## config.mk

```make
export PLATFORM = sky130hd
export DESIGN_NAME = lsm_addr_seq
export DESIGN_NICKNAME = d
export VERILOG_FILES = /design/src/rtl/lsm_pkg.sv /design/src/rtl/lsm_mode_map.sv /design/src/rtl/lsm_popcount.sv /design/src/rtl/lsm_low_pick.sv /design/src/rtl/lsm_addr_seq.sv
export SDC_FILE = /design/constraint.sdc
export NUM_CORES = 1
export LEC_CHECK = 0
export ABC_AREA = 1
export BUFFER_PORTS_ARGS = -buffer_cell sky130_fd_sc_hd__buf_2
export CAP_MARGIN = 20
export CORE_MARGIN = 2
export CORE_UTILIZATION = 60
export CTS_BUF_LIST = sky130_fd_sc_hd__clkbuf_4
export CTS_CLUSTER_SIZE = 8
export DETAILED_ROUTE_END_ITERATION = 6
export MAX_ROUTING_LAYER = met4
export PLACE_DENSITY_LB_ADDON = 0.3
export SETUP_SLACK_MARGIN = 0.1
export SLEW_MARGIN = 20
export SYNTH_ARGS = -nofsm -noshare
export SYNTH_HDL_FRONTEND = slang
export SYNTH_SLANG_ARGS = --single-unit
```

## constraint.sdc

```tcl
create_clock -name clk -period 10.2 [get_ports clk]
set_input_delay 1.02 -clock clk [delete_from_list [all_inputs] [get_ports clk]]
set_output_delay 1.02 -clock clk [all_outputs]
set_load 0.1 [all_outputs]
```

## src/rtl/lsm_pkg.sv

```systemverilog
package lsm_pkg;
    typedef enum logic [1:0] {
        AM_INC_AFTER  = 2'd0,
        AM_INC_BEFORE = 2'd1,
        AM_DEC_AFTER  = 2'd2,
        AM_DEC_BEFORE = 2'd3
    } addr_mode_e;

    typedef enum logic [1:0] {
        STK_FULL_DESC  = 2'd0,
        STK_FULL_ASC   = 2'd1,
        STK_EMPTY_DESC = 2'd2,
        STK_EMPTY_ASC  = 2'd3
    } stack_kind_e;

    typedef enum logic [1:0] {
        ST_IDLE  = 2'd0,
        ST_XFER  = 2'd1,
        ST_EMPTY = 2'd2
    } seq_state_e;
endpackage

```

## src/rtl/lsm_mode_map.sv

```systemverilog
module lsm_mode_map
    import lsm_pkg::*;
(
    input  logic       stack_en_i,
    input  logic [1:0] mode_i,
    input  logic [1:0] stack_kind_i,
    input  logic       pop_i,
    output addr_mode_e eff_mode_o
);
    addr_mode_e stk_mode;

    always_comb begin
        unique case (stack_kind_e'(stack_kind_i))
            STK_FULL_DESC:  stk_mode = pop_i ? AM_INC_AFTER  : AM_DEC_BEFORE;
            STK_FULL_ASC:   stk_mode = pop_i ? AM_DEC_AFTER  : AM_INC_BEFORE;
            STK_EMPTY_DESC: stk_mode = pop_i ? AM_INC_BEFORE : AM_DEC_AFTER;
            STK_EMPTY_ASC:  stk_mode = pop_i ? AM_DEC_BEFORE : AM_INC_AFTER;
        endcase
    end

    assign eff_mode_o = stack_en_i ? stk_mode : addr_mode_e'(mode_i);
endmodule

```

## src/rtl/lsm_popcount.sv

```systemverilog
module lsm_popcount #(
    parameter int N  = 16,
    parameter int CW = $clog2(N + 1)
) (
    input  logic [N-1:0]  vec_i,
    output logic [CW-1:0] count_o
);
    always_comb begin
        count_o = '0;
        for (int i = 0; i < N; i++) begin
            count_o = count_o + CW'(vec_i[i]);
        end
    end
endmodule

```

## src/rtl/lsm_low_pick.sv

```systemverilog
module lsm_low_pick #(
    parameter int N  = 16,
    parameter int IW = $clog2(N)
) (
    input  logic [N-1:0]  vec_i,
    output logic [IW-1:0] idx_o,
    output logic          single_o
);
    logic [N-1:0] below;

    always_comb begin
        idx_o = '0;
        for (int i = N - 1; i >= 0; i--) begin
            if (vec_i[i]) idx_o = IW'(i);
        end
    end

    assign below    = vec_i & (vec_i - N'(1));
    assign single_o = (vec_i != '0) && (below == '0);
endmodule

```

## src/rtl/lsm_addr_seq.sv

```systemverilog
module lsm_addr_seq
    import lsm_pkg::*;
#(
    parameter int ADDR_W = 32,
    parameter int NREG   = 16
) (
    input  logic                    clk,
    input  logic                    rst_n,
    input  logic                    start_i,
    input  logic [ADDR_W-1:0]       base_i,
    input  logic [NREG-1:0]         mask_i,
    input  logic [1:0]              mode_i,
    input  logic                    stack_en_i,
    input  logic [1:0]              stack_kind_i,
    input  logic                    pop_i,
    input  logic                    wb_en_i,
    output logic                    busy_o,
    output logic                    beat_valid_o,
    output logic [ADDR_W-1:0]       addr_o,
    output logic [$clog2(NREG)-1:0] reg_idx_o,
    output logic                    last_o,
    output logic                    done_o,
    output logic                    wb_valid_o,
    output logic [ADDR_W-1:0]       wb_base_o
);
    localparam int CNT_W = $clog2(NREG + 1);
    localparam int IDX_W = $clog2(NREG);
    localparam int PAD_W = ADDR_W - CNT_W - 2;
    localparam logic [ADDR_W-1:0] WORD = ADDR_W'(4);

    seq_state_e          state_q, state_d;
    addr_mode_e          eff_mode;
    logic [CNT_W-1:0]    sel_cnt;
    logic [ADDR_W-1:0]   base_al, span, first_addr, new_base;
    logic [ADDR_W-1:0]   addr_q, wb_base_q;
    logic [NREG-1:0]     remain_q;
    logic                wb_en_q;
    logic [IDX_W-1:0]    pick_idx;
    logic                pick_single;
    logic                accept;

    lsm_mode_map u_map (
        .stack_en_i   (stack_en_i),
        .mode_i       (mode_i),
        .stack_kind_i (stack_kind_i),
        .pop_i        (pop_i),
        .eff_mode_o   (eff_mode)
    );

    lsm_popcount #(.N(NREG), .CW(CNT_W)) u_pop (
        .vec_i   (mask_i),
        .count_o (sel_cnt)
    );

    lsm_low_pick #(.N(NREG), .IW(IDX_W)) u_pick (
        .vec_i    (remain_q),
        .idx_o    (pick_idx),
        .single_o (pick_single)
    );

    assign base_al = {base_i[ADDR_W-1:2], 2'b00};
    assign span    = {{PAD_W{1'b0}}, sel_cnt, 2'b00};
    assign accept  = (state_q == ST_IDLE) && start_i;

    always_comb begin
        unique case (eff_mode)
            AM_INC_AFTER:  first_addr = base_al;
            AM_INC_BEFORE: first_addr = base_al + WORD;
            AM_DEC_AFTER:  first_addr = base_al - span + WORD;
            AM_DEC_BEFORE: first_addr = base_al - span;
        endcase
        new_base = eff_mode[1] ? (base_al - span) : (base_al + span);
    end

    // next-state logic
    always_comb begin
        state_d = state_q;
        unique case (state_q)
            ST_IDLE:  if (start_i) state_d = (mask_i == '0) ? ST_EMPTY : ST_XFER;
            ST_XFER:  if (pick_single) state_d = ST_IDLE;
            ST_EMPTY: state_d = ST_IDLE;
            default:  state_d = ST_IDLE;
        endcase
    end

    // state register
    always_ff @(posedge clk) begin
        if (!rst_n) state_q <= ST_IDLE;
        else        state_q <= state_d;
    end

    // sequence datapath
    always_ff @(posedge clk) begin
        if (!rst_n) begin
            addr_q    <= '0;
            remain_q  <= '0;
            wb_base_q <= '0;
            wb_en_q   <= 1'b0;
        end else if (accept) begin
            addr_q    <= first_addr;
            remain_q  <= mask_i;
            wb_base_q <= new_base;
            wb_en_q   <= wb_en_i;
        end else if (state_q == ST_XFER) begin
            addr_q    <= addr_q + WORD;
            remain_q  <= remain_q & (remain_q - NREG'(1));
        end
    end

    // outputs
    always_comb begin
        busy_o       = 1'b0;
        beat_valid_o = 1'b0;
        last_o       = 1'b0;
        done_o       = 1'b0;
        wb_valid_o   = 1'b0;
        unique case (state_q)
            ST_IDLE: ;
            ST_XFER: begin
                busy_o       = 1'b1;
                beat_valid_o = 1'b1;
                last_o       = pick_single;
                done_o       = pick_single;
                wb_valid_o   = pick_single && wb_en_q;
            end
            ST_EMPTY: begin
                busy_o     = 1'b1;
                done_o     = 1'b1;
                wb_valid_o = wb_en_q;
            end
            default: ;
        endcase
    end

    assign addr_o    = addr_q;
    assign reg_idx_o = pick_idx;
    assign wb_base_o = wb_base_q;
endmodule

```

After elaboration in Yosys (flattened, before gate mapping)
Index checks and enable logic that the tools add are counted.
{ "totals": {"regBits": 83, "inputBits": 58, "output_inout_bits": 73, "word_cells": 86} }
{ "classes": {"addsub": 21, "eq_ne": 10, "mux": 37, "bitwise_logic": 1, "n_reduce_logical": 12} }
{ "op_table": {"columns": ["op", "count"], "rows": [
  ["one-hot mux 32 bit (4 select lines)", 1],
  ["adder 32 x 3 -> 32 bit (second input constant)", 3],
  ["two-way mux 32 bit", 3],
  ["adder 5 x 1 -> 5 bit", 14],
  ["two-way mux 4 bit", 16],
  ["adder 32 x 7 -> 32 bit", 1],
  ["zero test 16 bit", 2],
  ["two-way mux 16 bit", 2],
  ["subtractor 32 x 7 -> 32 bit", 1],
  ["AND 16 bit", 1],
  ["two-way mux 2 bit", 8],
  ["nonzero test 16 bit", 1],
  ["subtractor 16 x 1 -> 16 bit (second input constant)", 1],
  ["equality test 2 bit (second input constant)", 5],
  ["one-hot mux 2 bit (4 select lines)", 1],
  ["equality test 2 x 1 -> 1 bit (second input constant)", 3],
  ["zero test 2 bit", 3],
  ["!= test 2 bit (second input constant)", 2],
  ["one-hot mux 1 bit (2 select lines)", 2],
  ["one-hot mux 2 bit (2 select lines)", 1],
  ["logical AND 1 bit", 3],
  ["two-way mux 1 bit", 3],
  ["adder 1 x 1 -> 2 bit", 1],
  ["AND reduction 2 bit", 1],
  ["other kinds (2)", 2]
]} }

Depth between registers and ports, before layout
Gate-level depths: netlist (run 1).
{ "depth": {"ltp_word": 19, "ltp_mapped": 38} }

Modules after synthesis
Synthesis (run 1) repeated with hierarchy kept, for this count alone.
{ "hier_totals": {"hier_cells": 1630, "area_unflattened_um2": 9511.6} }
{ "modules_own_cells": {"columns": ["mod", "instances", "cells_each", "area_each_um2", "seq_area_each_um2"], "rows": [
  ["lsm_addr_seq", 1, 1483, 8635.8, 1581.5],
  ["lsm_popcount", 1, 52, 414.1, 0.0],
  ["lsm_low_pick", 1, 81, 406.6, 0.0],
  ["lsm_mode_map", 1, 14, 55.1, 0.0]
]} }

Worst setup path before layout (run 1)
Ideal clock, no wire load.
{ "synth_timing": {"path_type": "input -> register", "from": "in mask_i[1]", "to": "reg addr_q[22], in the netlist addr_o[22]", "arrival_ns": 6.236, "t_required_ns": 10.077, "path_slack_ns": 3.841, "path_stages": 25, "n_path_buf": 0, "path_cell_list": "inv_1 ha_1 inv_1 fa_1 fa_1 fa_1 fa_1 fa_1 fa_1 inv_1 fa_1 o21ai_2 ha_1 a21boi_2 nand3_2 nor2_4 nand2_2 nor2_8 nand3_4 nor2_4 nand3_1 nand2_1 nor2_1 o21ai_1 a21oi_1"} }
{ "synth_between": {"elab_chain_cells": 19} }
{ "synth_rtl": {"columns": ["item", "line_no", "text"], "rows": [
  ["start: declaration", "lsm_addr_seq.sv:11", "input logic [NREG-1:0] mask_i,"],
  ["adder 1 x 1 -> 2 bit (*)", "lsm_popcount.sv:11", "count_o = count_o + CW'(vec_i[i]);"],
  ["adder 5 x 1 -> 5 bit (*) (14 in a row)", "lsm_popcount.sv:11", null],
  ["subtractor 32 x 7 -> 32 bit (*)", "lsm_addr_seq.sv:69, lsm_addr_seq.sv:70", null],
  ["adder 32 x 3 -> 32 bit", "lsm_addr_seq.sv:69", "AM_DEC_AFTER: first_addr = base_al - span + WORD;"],
  ["one-hot mux 32 bit (4 select lines) (*)", "lsm_addr_seq.sv:66", "unique case (eff_mode)"],
  ["two-way mux 32 bit (*)", "lsm_addr_seq.sv:99", "end else if (accept) begin"],
  ["end signal: assignment", "lsm_addr_seq.sv:100", "addr_q <= first_addr;"],
  ["end signal: assignment", "lsm_addr_seq.sv:105", "addr_q <= addr_q + WORD;"],
  ["end: declaration", "lsm_addr_seq.sv:35", "logic [ADDR_W-1:0] addr_q, wb_base_q;"]
]} }
Mark *: on every way between the ends. The rest lies on a longest branch, timed or not.
A chain may end at the register's enable or synchronous reset.

Worst setup path in the final report (run 1)
{ "layout_timing": {"from": "in mask_i[0]", "to": "reg addr_q[30], in the netlist addr_o[30]"} }
The elaborated chain is that of the path after synthesis.

==> results.cfg, run 1 <==
[setup_path]
arrival_ns = 7.48
r2r_cells = 14
critPathCaptureType = register
slowest_stage = ha_1
worstPathMaxFanout = 9
crit_required_ns = 10.62
crit_type = primary input to register
crit_path_start_kind = primary input
cp_common_cell = nand2_1
cp_slowest_stage_delay_ns = 0.58

[clock_tree]
cts_buffers = 9
holdBufCountCts = 0
tritoncts = done
ctsResizeCount = 0
root_buffer = clkbuf_4
cts_setup_buffers = 0
cts-htree-levels = 3
max-clock-path-buffers = 2
clock-sinks = 79
clk_pin_slew_ns = 0.13
clk_latency_ns = 0.47

[route]
firstDrtPassIters = 5
ant_nets = 0
first_iter_violations = 1144
wl_per_cell_um = 17.93
post-route-drc-count = 0
vias_per_cell = 5.932
vias = 11210
wl_um = 33880

[synthesis]
synth_ff_type = dfxtp_1
yosysMostFrequentCell = nand2_1
syn_avg_cell_area_um2 = 5.945
ys_ff_latch = 79
synth-seq-area-share_pct = 16.64
synth_commonest_cells = 426 x nand2_1, 186 x inv_1, 143 x nand3_1, 134 x nor2_1, 106 x o21ai_0
synth_area_mm2 = 0.009507
synthCells = 1599
synth_top_area_share_pct = 16.82
synth_cell_type_count = 56
yosysTopAreaCell = nand2_1
synth_warnings = 0
synth-edff-count = 0
synth_area_leaders = nand2_1 17%, dfxtp_1 17%, nand3_1 7.5%
postSynth.asyncResetShare_pct = 0

[grt]
grt_use_met1_pct = 49.47
grt_usage_pct = 41.45
gr-total-overflow = 0
grtUsageMet2_pct = 67.20
grt_pass1_vias = 10070
grt_max_degree = 77
top_usage_layer = met2
grtUsageMet3_pct = 5.699
grt_first_pass_wirelength_um = 52900
antenna_found_initial = 1

[hold_path]
min_path_cells = 2
min_path_type = register to register

[power]
p_per_area_mw_per_mm2 = 185.2
p_leak_uw = 0.004855
peakVddDrop_v = 0.0003604

[cells_and_area]
area_growth_pct = 7.673
design_area_mm2 = 0.01024
drive_gt1_share_pct = 16.45
final_util_pct = 65.39
fin_nets = 1763

[sta]
worst_clock_skew_ns = 0.01434
finalMaxSlewViolations = 0
worst_hold_slack_ns = 0.4699
fin_crit_sh_pct = 69.25
fmax_ghz = 0.1416
rsz0062_at_grt = no
setup_tns_ns = 0
layout_setup_ws_ns = 3.137
hold_violations = 0
setup_violations = 0
tightest_slew_ns = 1.032
slew_headroom_pct = 31.23
post-route-min-period_ns = 7.063

[placement]
hpwl_um = 26080
placed_area_mm2 = 0.01007
io_buffers = 124
place_ws_ns = 2.692
gp_congestion = 0.9924

[floorplanning]
die_h_um = 129.9
initial_core_util_pct = 60.73
rows = 46
coreArea_mm2 = 0.01566
die-area_mm2 = 0.01687
ioPinCount = 131
die_w_um = 129.9

[run]
cap_violations = 0

[run_status]
status = finished clean
## cell usage in the layout, fill, tap and decap left out, types with 12 or more instances in the layout
cell type | synthesis | layout
fa_1 | 12 | 12
nand4_1 | 30 | 30
nand2_2 | 26 | 27
a31oi_1 | 21 | 21
nor2_2 | 21 | 21
nand3_1 | 143 | 143
dfxtp_1 | 79 | 79
xor2_1 | 24 | 24
nand2_1 | 426 | 425
nor2_4 | 17 | 17
inv_1 | 186 | 184
nor3_1 | 27 | 27
a21oi_1 | 93 | 93
ha_1 | 26 | 26
o21ai_0 | 106 | 105
nor2_1 | 134 | 134
o211ai_1 | 38 | 38
buf_2 | 6 | 124
## where the power goes
group          internal, µW  switching, µW  total [µW]
logic                   333            954        1290
registers               347           40.4         388
clock network          99.5            122         221
## cell families after synthesis
group | count (synthesis) | share of synthesized area (%)
DFF | 79 | 16.64
other | 1 | 0.03945
adders and majority gates | 38 | 5.949
AOI/OAI and AO/OA | 297 | 18.10
buffers and inverters | 274 | 12.00
and+or+nand+nor | 876 | 44.14
xor gates and xnor gates | 34 | 3.132
## final timing paths
kind                                     from  slack, ns            end
worst max-delay path                mask_i[0]       3.14     addr_o[30]
worst min-delay path            wb_base_o[20]       0.47  wb_base_o[20]
worst min register to register  wb_base_o[20]       0.47  wb_base_o[20]
worst max register to register      addr_o[2]       7.51     addr_o[30]
## layer usage
metal	vias to the layer above	wire length (µm)
li1	5388	-
met1	5066	13270
met2	595	15870
met3	156	2552
met4	0	2185
met5	-	0
## layout make-up
| class | count | area (µm²) |
|---|---|---|
| Inverter | 198 | 749.5 |
| Clock inverter | 7 | 97.59 |
| Tap cell | 216 | 270.3 |
| Fill cell | 1548 | 5419 |
| Sequential cell | 79 | 1582 |
| Multi-Input combinational cell | 1249 | 6802 |
| Clock buffer | 9 | 67.56 |
| Timing Repair Buffer | 130 | 665.6 |
| Antenna cell | 1 | 2.502 |
## flip-flops by register name, indices dropped and copies added, names as in the netlist
name / cells
wb_base_o: 30
wb_en_q: 1
state_q: 2
addr_o: 30
remain_q: 16
## worst max-delay path, delay by kind of cell
kind                       cells  cell delay [ns]
AOI/OAI and AO/OA              2             0.28
buffers and inverters          6             0.40
adders and majority gates      8             3.61
and+or+nand+nor               17             2.15
## stage by stage
step / cells / total power [µW]
floorplan: 1602 / 1411
global placement: 1872 / 1637
detailed placement: 1872 / 1663
CTS: 1888 / 1883
global route: 1889 / 2019
finish: 1889 / 1895
Note: power is estimated with default switching activity, not from simulation.
==> run 2, diff against run 1 <==
- CORE_UTILIZATION: 60 -> 55
- clock period: 10.2 -> 6 ns (I/O delays scaled with it)
==> results.cfg, run 2 (synthesis gave the netlist of run 1 again) <==
[run_status]
status = finished clean

[route]
wl_um = 37150
vias_per_cell = 5.917
firstDrtPassIters = 6
ant_nets = 0
vias = 12230
post-route-drc-count = 0
first_iter_violations = 1134
wl_per_cell_um = 17.97

[setup_path]
arrival_ns = 6.22
crit_path_start_kind = primary input
crit_required_ns = 6.35
slowest_stage = fa_2
cpLargestDelayFamily = adder cells
worst-path-buf-inv = 9
crit_type = primary input to register
cp_common_cell = inv_2
cp_slowest_stage_delay_ns = 0.54
worstPathMaxFanout = 6
critPathCaptureType = register

[grt]
grt_pass1_vias = 10980
grt_max_degree = 67
gr-total-overflow = 0
grt_first_pass_wirelength_um = 56520
antenna_found_initial = 2
grt_usage_pct = 40.32

[floorplanning]
coreArea_mm2 = 0.01712
ioPinCount = 131
rows = 48
die_w_um = 135.5
die_h_um = 135.5
initial_core_util_pct = 55.54
die-area_mm2 = 0.01835

[sta]
tightest_slew_ns = 1.024
fin_crit_sh_pct = 97.94
post-route-min-period_ns = 5.876
worst_hold_slack_ns = 0.3991
hold_violations = 0
fmax_ghz = 0.1702
rsz0062_at_grt = yes
setup_violations = 0
finalMaxSlewViolations = 0
worst_clock_skew_ns = 0.01785
slew_headroom_pct = 31.75

[cells_and_area]
drive_gt1_share_pct = 30.98
multi_input_area_mm2 = 0.007457
final_util_pct = 71.57
design_area_mm2 = 0.01225
final_cell_mix = 375 x nand2_1, 175 x inv_1, 166 x buf_4
fin_nets = 1933
layout_commonest_cell = nand2_1
regArea_mm2 = 0.001582
fill_cells = 1479
area_growth_pct = 28.86

[clock_tree]
cts-htree-levels = 3
clock-sinks = 79
cts_buffers = 9
clk_pin_slew_ns = 0.13
clk_latency_ns = 0.46
root_buffer = clkbuf_4
tritoncts = done
max-clock-path-buffers = 2

[power]
p_leak_uw = 0.005786
peakVddDrop_v = 0.0006255
power.share.switching_pct = 54.17
p_comb_share_pct = 74.1
p_sw_uw = 2199
seq_power_share_pct = 16.2
p_clk_share_pct = 9.7
p_int_uw = 1861
p_per_area_mw_per_mm2 = 331.5

[run]
cap_violations = 0

[placement]
gp_congestion = 1.019
placed_area_mm2 = 0.01110
hpwl_um = 27680
io_buffers = 124

[hold_path]
min_path_type = primary input to register
==> run 2: cell types whose count changed in the layout (fill, tap and decap cells not counted), moves of 10 or more <==
cell | before | now
buf_4 | 6 | 166
buf_6 | 0 | 10
nand2_1 | 425 | 375
nand2_2 | 27 | 58
nand2_4 | 10 | 27
nand3_1 | 143 | 128
nand3_2 | 9 | 19
nor2_1 | 134 | 107
nor2_2 | 21 | 35
nor2_4 | 17 | 30
==> run 2: tightest hold or removal path: cells and delay by family <==
| family | cells | cell delay [ns] |
|---|---|---|
| AND/OR/NAND/NOR | 1 | 0.09 |
| buffers and inverters | 1 | 0.07 |
| AO/OA/AOI/OAI | 1 | 0.07 |
==> run 2: power by group through the flow <==
| stage | clock network, µW | registers, µW | logic (µW) |
|---|---|---|---|
| floorplan | 0 | 1050 | 1350 |
| finish | 395 | 656 | 3010 |
| global route | 419 | 664 | 3200 |
| detailed placement | 0 | 665 | 2470 |
| global placement | 0 | 663 | 2430 |
| CTS | 399 | 654 | 2630 |
==> run 2: path summary, 6_finish.rpt <==
kind                 startpoint             to  slack (ns)  cells after the start
setup / recovery      mask_i[1]     addr_o[12]        0.12                     33
setup reg to reg     state_q[1]     addr_o[27]        3.32                      8
hold / removal          wb_en_i        wb_en_q        0.40                      3
hold reg to reg   wb_base_o[20]  wb_base_o[20]        0.47                      2
==> run 2: cell type report <==
cell class	instances	area share, %
multi-input combinational	1249	60.87
clock inverter	5	0.8069
sequential	79	12.91
tap	225	2.298
inverter	198	6.200
clock buffer	9	0.5515
timing repair buffer	300	16.32
antenna	2	0.04085
==> run 2: repair_timing <==
item	in CTS	in global routing
hold buffers	0	0
endpoints found under the setup margin	26	43
buffers inserted	7	28
cloned	0	0
resized for setup	34	162
pin swaps	25	75
==> run 2: routing by layer <==
layer / track usage [%] / part of all wire (%) / up-vias
li1: - / - / 5727
met1: 47.26 / 37 / 5612
met2: 65.74 / 47 / 711
met3: 4.938 / 8.0 / 180
met4: 25.41 / 7.4 / 0
met5: - / 0 / -
==> run 2: stage by stage <==
| stage | TNS [ns] | total power (µW) | setup WS (ns) | instances |
|---|---|---|---|---|
| after floorplan | 0 | 2400 | 0.1330 | 1602 |
| after global placement | -12.19 | 3095 | -0.5199 | 2016 |
| after detailed placement | -18.11 | 3139 | -0.6210 | 2016 |
| after CTS | 0 | 3683 | 0.1033 | 2037 |
| after global routing | -0.7147 | 4282 | -0.08241 | 2067 |
| final | 0 | 4061 | 0.1236 | 2067 |
